### src/rtl/wdog_pkg.sv
package wdog_pkg;
  localparam int unsigned OFS_W = 12;
  localparam logic [OFS_W-1:0] OFS_RELOAD = 12'h000;
  localparam logic [OFS_W-1:0] OFS_COUNT  = 12'h004;
  localparam logic [OFS_W-1:0] OFS_CTRL   = 12'h008;
  localparam logic [OFS_W-1:0] OFS_CLEAR  = 12'h00C;
  localparam logic [OFS_W-1:0] OFS_STAT   = 12'h014;
  localparam logic [OFS_W-1:0] OFS_LOCK   = 12'hC00;

  typedef struct packed {
    logic rst_en;
    logic run_en;
  } ctrl_t;
endpackage

### src/rtl/wdog_regif.sv
module wdog_regif #(
  parameter int unsigned ADDR_W = 12,
  parameter int unsigned DATA_W = 32,
  parameter logic [DATA_W-1:0] KEY = 32'h1ACCE551
) (
  input  logic              clk,
  input  logic              rst_n,
  input  logic              wr_stb,
  input  logic [ADDR_W-1:0] waddr,
  input  logic [DATA_W-1:0] wdata,
  output logic [DATA_W-1:0] reload_q,
  output wdog_pkg::ctrl_t   ctrl_q,
  output logic              lock_q,
  output logic              clr_pulse
);
  import wdog_pkg::*;

  logic open_wr;
  assign open_wr = wr_stb && !lock_q;

  always_ff @(posedge clk or negedge rst_n) begin
    if (!rst_n) begin
      lock_q   <= 1'b1;
      reload_q <= '1;
      ctrl_q   <= '0;
    end else begin
      if (wr_stb && waddr == ADDR_W'(OFS_LOCK))
        lock_q <= (wdata != KEY);
      if (open_wr && waddr == ADDR_W'(OFS_RELOAD))
        reload_q <= wdata;
      if (open_wr && waddr == ADDR_W'(OFS_CTRL)) begin
        ctrl_q.run_en <= wdata[0];
        ctrl_q.rst_en <= wdata[1];
      end
    end
  end

  assign clr_pulse = open_wr && waddr == ADDR_W'(OFS_CLEAR) && wdata[0];
endmodule

### src/rtl/wdog_counter.sv
module wdog_counter #(
  parameter int unsigned CNT_W = 32
) (
  input  logic             clk,
  input  logic             rst_n,
  input  logic             run,
  input  logic             reload,
  input  logic [CNT_W-1:0] reload_val,
  output logic [CNT_W-1:0] count,
  output logic             expire
);
  logic run_d;
  logic start;

  assign start  = run && !run_d;
  assign expire = run && run_d && !reload && count == '0;

  always_ff @(posedge clk or negedge rst_n) begin
    if (!rst_n) begin
      run_d <= 1'b0;
      count <= '0;
    end else begin
      run_d <= run;
      if (reload || start)
        count <= reload_val;
      else if (run)
        count <= (count == '0) ? reload_val : count - 1'b1;
    end
  end
endmodule

### src/rtl/wdog_escalate.sv
module wdog_escalate (
  input  logic clk,
  input  logic rst_n,
  input  logic expire,
  input  logic clear,
  input  logic rst_en,
  output logic pend,
  output logic sys_rst
);
  always_ff @(posedge clk or negedge rst_n) begin
    if (!rst_n) begin
      pend    <= 1'b0;
      sys_rst <= 1'b0;
    end else begin
      if (clear)
        pend <= 1'b0;
      else if (expire)
        pend <= 1'b1;
      if (expire && pend && rst_en)
        sys_rst <= 1'b1;
    end
  end
endmodule

### src/rtl/wdog_twostage.sv
module wdog_twostage #(
  parameter int unsigned ADDR_W = 12,
  parameter int unsigned DATA_W = 32,
  parameter logic [DATA_W-1:0] KEY = 32'h1ACCE551
) (
  input  logic              clk,
  input  logic              rst_n,
  input  logic              psel,
  input  logic              penable,
  input  logic              pwrite,
  input  logic [ADDR_W-1:0] paddr,
  input  logic [DATA_W-1:0] pwdata,
  output logic [DATA_W-1:0] prdata,
  output logic              irq,
  output logic              wdt_rst
);
  import wdog_pkg::*;

  logic              wr_stb;
  logic [DATA_W-1:0] reload_q;
  ctrl_t             ctrl_q;
  logic              lock_q;
  logic              clr_pulse;
  logic [DATA_W-1:0] count;
  logic              expire;
  logic              pend_q;

  assign wr_stb = psel && penable && pwrite;

  wdog_regif #(.ADDR_W(ADDR_W), .DATA_W(DATA_W), .KEY(KEY)) u_regif (
    .clk(clk), .rst_n(rst_n), .wr_stb(wr_stb), .waddr(paddr), .wdata(pwdata),
    .reload_q(reload_q), .ctrl_q(ctrl_q), .lock_q(lock_q), .clr_pulse(clr_pulse)
  );

  wdog_counter #(.CNT_W(DATA_W)) u_cnt (
    .clk(clk), .rst_n(rst_n), .run(ctrl_q.run_en), .reload(clr_pulse),
    .reload_val(reload_q), .count(count), .expire(expire)
  );

  wdog_escalate u_esc (
    .clk(clk), .rst_n(rst_n), .expire(expire), .clear(clr_pulse),
    .rst_en(ctrl_q.rst_en), .pend(pend_q), .sys_rst(wdt_rst)
  );

  assign irq = pend_q && ctrl_q.run_en;

  always_comb begin
    prdata = '0;
    unique case (paddr)
      ADDR_W'(OFS_RELOAD): prdata = reload_q;
      ADDR_W'(OFS_COUNT):  prdata = count;
      ADDR_W'(OFS_CTRL):   prdata = DATA_W'({ctrl_q.rst_en, ctrl_q.run_en});
      ADDR_W'(OFS_STAT):   prdata = DATA_W'(pend_q);
      ADDR_W'(OFS_LOCK):   prdata = DATA_W'(lock_q);
      default:             prdata = '0;
    endcase
  end
endmodule

### config.mk
export PLATFORM = sky130hd
export DESIGN_NAME = wdog_twostage
export DESIGN_NICKNAME = d
export VERILOG_FILES = /design/src/rtl/wdog_pkg.sv /design/src/rtl/wdog_regif.sv /design/src/rtl/wdog_counter.sv /design/src/rtl/wdog_escalate.sv /design/src/rtl/wdog_twostage.sv
export SDC_FILE = /design/constraint.sdc
export NUM_CORES = 1
export LEC_CHECK = 0
export BUFFER_PORTS_ARGS = -buffer_cell sky130_fd_sc_hd__buf_2
export CAP_MARGIN = 20
export CELL_PAD_IN_SITES_DETAIL_PLACEMENT = 1
export CELL_PAD_IN_SITES_GLOBAL_PLACEMENT = 2
export CORE_MARGIN = 3
export CORE_UTILIZATION = 35
export DETAILED_ROUTE_END_ITERATION = 7
export GPL_TIMING_DRIVEN = 0
export PLACE_DENSITY_LB_ADDON = 0.1
export SYNTH_ARGS = -nofsm -noshare
export SYNTH_HDL_FRONTEND = slang
export SYNTH_SLANG_ARGS = --single-unit
### constraint.sdc
create_clock -name clk -period 2.9 [get_ports clk]
set_input_delay 0.145 -clock clk [delete_from_list [all_inputs] [get_ports clk]]
set_output_delay 0.145 -clock clk [all_outputs]
set_load 0.1 [all_outputs]
After elaboration in Yosys (flattened, before gate mapping). Cells that the tools add are included.

Word-level logic and storage cells: 44. Input bits: 49. Output and inout bits: 34. Bits in registers: 70.

Muxes and demuxes: 6. Reduce and logical (&&, ||, !) cells: 23. $add $sub $neg: 1. Equal/unequal tests: 6.

Operators with widths (count): one-hot mux 32 bit (5 select lines) (1); two-way mux 32 bit (3); zero test 32 bit (1); != test 32 x 29 -> 1 bit, second input constant (1); subtractor 32 x 1 -> 32 bit, second input constant (1); equality test 12 x 4 -> 1 bit, second input constant (2); logical AND 1 bit (15); equality test 12 bit, second input constant (1); equality test 12 x 3 -> 1 bit, second input constant (1); equality test 12 x 5 -> 1 bit, second input constant (1); zero test 12 bit (1); nonzero test 2 bit (2); zero test 1 bit (3); two-way mux 1 bit (2); logical OR 1 bit (1).

Longest topological paths before layout.
Depth in word-level cells: 10. Depth in mapped cells: 9.

Hierarchy. Synthesis repeated with hierarchy kept, for this count alone.

Cells, all modules: 427. Area total of the unflattened synthesis: 4569.4 µm².

Modules (own cells, without submodules): wdog_counter (area each 2252.2 µm², instances 1, cells each 265, sequential area each 825.8 µm²); wdog_regif (area each 1652.8 µm², instances 1, cells each 97, sequential area each 917.1 µm²); wdog_twostage (area each 595.6 µm², instances 1, cells each 61, sequential area each 0.0 µm²); wdog_escalate (area each 68.8 µm², instances 1, cells each 4, sequential area each 50.0 µm²).

Worst setup path before layout. Ideal clock, no wire load.

Path type: input to output. Start: input port paddr[5]. End: output port prdata[11]. Data arrival time: 2.149 ns. Path buffers: 2. Stages: 7. Slack: 0.606 ns. Cells stage by stage: nor3_1 -> nand2_1 -> nor2_1 -> and3_1 -> clkbuf_1 -> clkbuf_1 -> a22o_1.

Longest elaborated chain between the ends: 2. Elaborated cells between the ends (all ways): 6. Classes of those cells: eq/ne (4); mux (1); reduce/logical (1).

Ends and longest elaborated chain: from (decl) (RTL line wdog_twostage.sv:11) `input logic [ADDR_W-1:0] paddr,`; equality test 12 bit, or another cell as far along (RTL line wdog_twostage.sv:49) `unique case (paddr)`; one-hot mux 32 bit (5 select lines) (*) (RTL line wdog_twostage.sv:49); to (decl) (RTL line wdog_twostage.sv:13) `output logic [DATA_W-1:0] prdata,`.

Every way passes the cells marked *; elsewhere a longest branch is shown, timed or not.

Final worst setup path.
Start: register u_cnt.count[2]. End: register u_cnt.count[17].

Longest elaborated chain between the ends: 4. Elaborated cells between the ends (all ways): 5. Classes of those cells: add/sub (1); mux (3); reduce/logical (1).

Ends and longest elaborated chain: from (decl) (RTL line wdog_counter.sv:9) `output logic [CNT_W-1:0] count,`; from (signal assigned) (RTL line wdog_counter.sv:25) `count <= reload_val;`; from (signal assigned) (RTL line wdog_counter.sv:27) `count <= (count == '0) ? reload_val : count - 1'b1;`; subtractor 32 x 1 -> 32 bit or zero test 32 bit (tied branches) (RTL line wdog_counter.sv:27); two-way mux 32 bit (*) (RTL line wdog_counter.sv:27); two-way mux 32 bit (*) (RTL line wdog_counter.sv:26) `else if (run)`; two-way mux 32 bit (*) (RTL line wdog_counter.sv:24) `if (reload || start)`.

Every way passes the cells marked *; elsewhere a longest branch is shown, timed or not. The select of a mux whose other input is x is not followed. A chain may end at the register's enable or synchronous reset.

==> impl_metrics.csv <==
group,metric,value,unit
placed_design,port_buffers,82,
worst_setup_path,rr_worst_depth,7,
min_path,hp-class,"primary input to register",
yosys,synth_area,4180,um^2
timing,fin_skew,6.23,ps
worst_setup_path,start_kind,"register",
run_status,status,"finished clean",
floorplanning,core,11600,um^2
yosys,synthCells,416,
yosys,synth_top_cell_by_area,"dfrtp_1",
floorplanning,die_w,115,um
route,via_per_inst,5.83,
clock_network,path_clk_slew,60,ps
route,ant_nets,0,
clock_network,htree_levels,3,
worst_setup_path,critPathMaxFanout,7,
floorplanning,die_h,115,um
route,drt_first_pass_iters,4,
layout,area_growth,22.5,%
placed_design,dp_hpwl,10.9,mm
clock_network,root_buffer,"clkbuf_16",
timing,tightest_slew,817,ps
grt,antenna_found_initial,0,
timing,final_max_slew_viol_count,0,
yosys,synth_edf_count,0,
yosys,ys_top_cells_by_area,"dfrtp_1 22%, dfstp_2 21%, mux2_2 9.2%",
route,wl_met1,6.82,mm
timing,setup_violations,0,
layout,fin_area,5120,um^2
power,power.total,2.14,mW
floorplanning,rows,39,
route,top_layer,"met4",
layout,final_layout_size_suffix_gt1_frac,0.386,
placed_design,routabilityCongestion,0.826,
timing,finalSetupTns,0,ps
worst_setup_path,cpPeakStageDelay,460,ps
route,vias,3855,
floorplanning,die_area,13300,um^2
yosys,synth.avg_cell_area,10.0,um^2
yosys,synth-seq-area-share,0.429,
worst_setup_path,crit_required,3110,ps
timing,period_share,0.917,
layout,diodes,0,
timing,hold_viol,0,
yosys,synth_top_cell_area_share,0.222,
yosys,ys_seq_elements,70,
clock_network,cts_buffer_depth,2,
worst_setup_path,path_depth,7,
yosys,synth_nets,467,
grt,grt_max_degree,45,
worst_setup_path,crit_type,"register to register",
floorplanning,start_util,0.361,
grt,grt.total_usage,0.232,
clock_network,cts_tree,"yes",
clock_network,cts_buffers,9,
route,wl_met3,629,um
power,max-vdd-ir-drop,0.298,mV
route,wire_per_inst,22.7,um
placed_design,post_dp_cell_area,4800,um^2
clock_network,cts.sink_count,70,
route,wl_met2,7.40,mm
route,wl,15.0,mm
job,max_cap_violations,0,
worst_setup_path,slowest_stage,"or3_1",
timing,hold_ws,37.7,ps
clock_network,clk_latency,340,ps
worst_setup_path,crit_family,"simple AND/OR/NAND/NOR gates",
route,drcViolationCount,0,
timing,relSlewSlack,0.451,
worst_setup_path,worstSetupEndpointType,"register",
yosys,yosysWarnings,0,
layout,nets,564,
yosys,ys_types,59,
floorplanning,ioPinCount,83,
grt,grt_overflow,0,
power,p_per_area,418,nW/um^2
yosys,ys_async_sr_fraction,1.00,
worst_setup_path,path_buf_inv,1,
worst_setup_path,worstPathArrival,2870,ps
timing,rsz0062_at_grt,"no",
min_path,hold_depth,2,
timing,layout_min_cycle_time,2660,ps
power,leakage,2.26,nW
grt,grt_pass1_wl,23.1,mm
timing,fmax,376,MHz
route,drt_iter0_markers,164,
grt,grt_pass1_vias,4052,
yosys,synth-main-ff-cell,"dfrtp_1",
worst_setup_path,path_cells,"nor3_1 -> nand3_1 -> or2_0 -> clkbuf_1 -> or3_1 -> o32ai_1 -> a22oi_1",
## kinds of logic (layout without fill, tap and decap cells)
kind of cell    Yosys count  in the layout  synth area share
simple gates            160            160             0.221
compound gates          110            110             0.201
fa+ha+maj                 2              2           0.00599
flops                    70             70             0.429
buf+inv                  36            138            0.0422
mux                      38             38             0.101
## power breakdown
| group | switching (mW) | internal (mW) |
|---|---|---|
| registers | 0.00106 | 0.981 |
| logic | 0.0528 | 0.0371 |
| clock network | 0.425 | 0.643 |
| total | 0.479 | 1.66 |
## cell usage in the layout, fill, tap and decap left out, drive strengths merged, types with 9 or more instances in the layout
master,n
buf,97
nor2,17
a21oi,11
dfrtp,37
o21ai,16
nand3,28
inv,10
mux2,35
nor3,19
a22o,30
nand2,46
dfstp,33
o211ai,17
clkbuf,26
nand4,9
## metal layers
layer | GRT usage | vias to the layer above
met4 | 0.0493 | 0
met5 | 0 | -
met2 | 0.395 | 95
li1 | - | 1801
met1 | 0.310 | 1949
met3 | 0.0400 | 10
## final timing paths
| kind | start | endpoint | slack, ps |
|---|---|---|---|
| min in group asynchronous | rst_n | u_regif.ctrl_q[1] | 280 |
| worst max-delay path | u_cnt.count[2] | u_cnt.count[17] | 240 |
| max in group asynchronous | rst_n | u_regif.reload_q[15] | 1980 |
| worst min register to register | u_esc.sys_rst | u_esc.sys_rst | 500 |
| worst max register to register | u_cnt.count[2] | u_cnt.count[17] | 240 |
| worst min-delay path | pwdata[5] | u_regif.reload_q[5] | 40 |
## final cells by class
class,instances,area (um^2)
plain buffers,26,146
repair buffers,86,465
fillers,1338,6440
flip-flops and latches,70,1790
multi-input cells,310,2210
clock buffers,12,267
well taps,143,179
clock inverters,4,20.0
inverters,10,37.5
## through the flow
step,instances,util,worst slack (ps)
2_1_floorplan,416,-,606
3_3_place_gp,641,0.412,43.4
3_5_place_dp,642,0.415,-46.4
4_1_cts,659,0.441,14.9
5_1_grt,661,0.443,3.31
6_report,661,0.443,240
## synthesized netlist by cell type, types with 3 or more instances
master     count
a21oi_1       11
a22o_1        30
a22oi_1        5
a2bb2oi_1      3
a311o_1        3
and3_1         3
buf_2          6
buf_6          4
clkbuf_1      14
dfrtp_1       37
dfstp_2       33
inv_1         10
mux2_2        34
mux2i_1        3
nand2_1       45
nand3_1       28
nand4_1        9
nor2_1        17
nor3_1        15
nor3_2         4
nor4_1         4
nor4b_1        4
nor4bb_1       4
o211ai_1      17
o21ai_0       14
o2bb2a_1       3
o311ai_0       4
or3_1          8
## sequential cells by signal (all words and copies together), names as in the netlist
register / cells
u_esc.sys_rst: 1
u_regif.lock_q: 1
u_cnt.count: 32
u_esc.pend: 1
u_regif.ctrl_q: 2
u_regif.reload_q: 32
u_cnt.run_d: 1
## worst register-to-register path, stage by stage (launching register included)
cell and delay, ps:
dfrtp_1 440, nor3_1 440, nand3_1 300, or2_0 280
clkbuf_1 210, or3_1 460, o32ai_1 270, a22oi_1 130
## what timing repair did
action                                  4_1_cts  5_1_grt
pin swaps                                     0        1
hold buffers                                  1        0
resized for setup                             2        9
endpoints found under the setup margin       13       26
endpoints found under the hold margin        13        0
buffers inserted                              0        2
(Power assumes the default switching activity.)
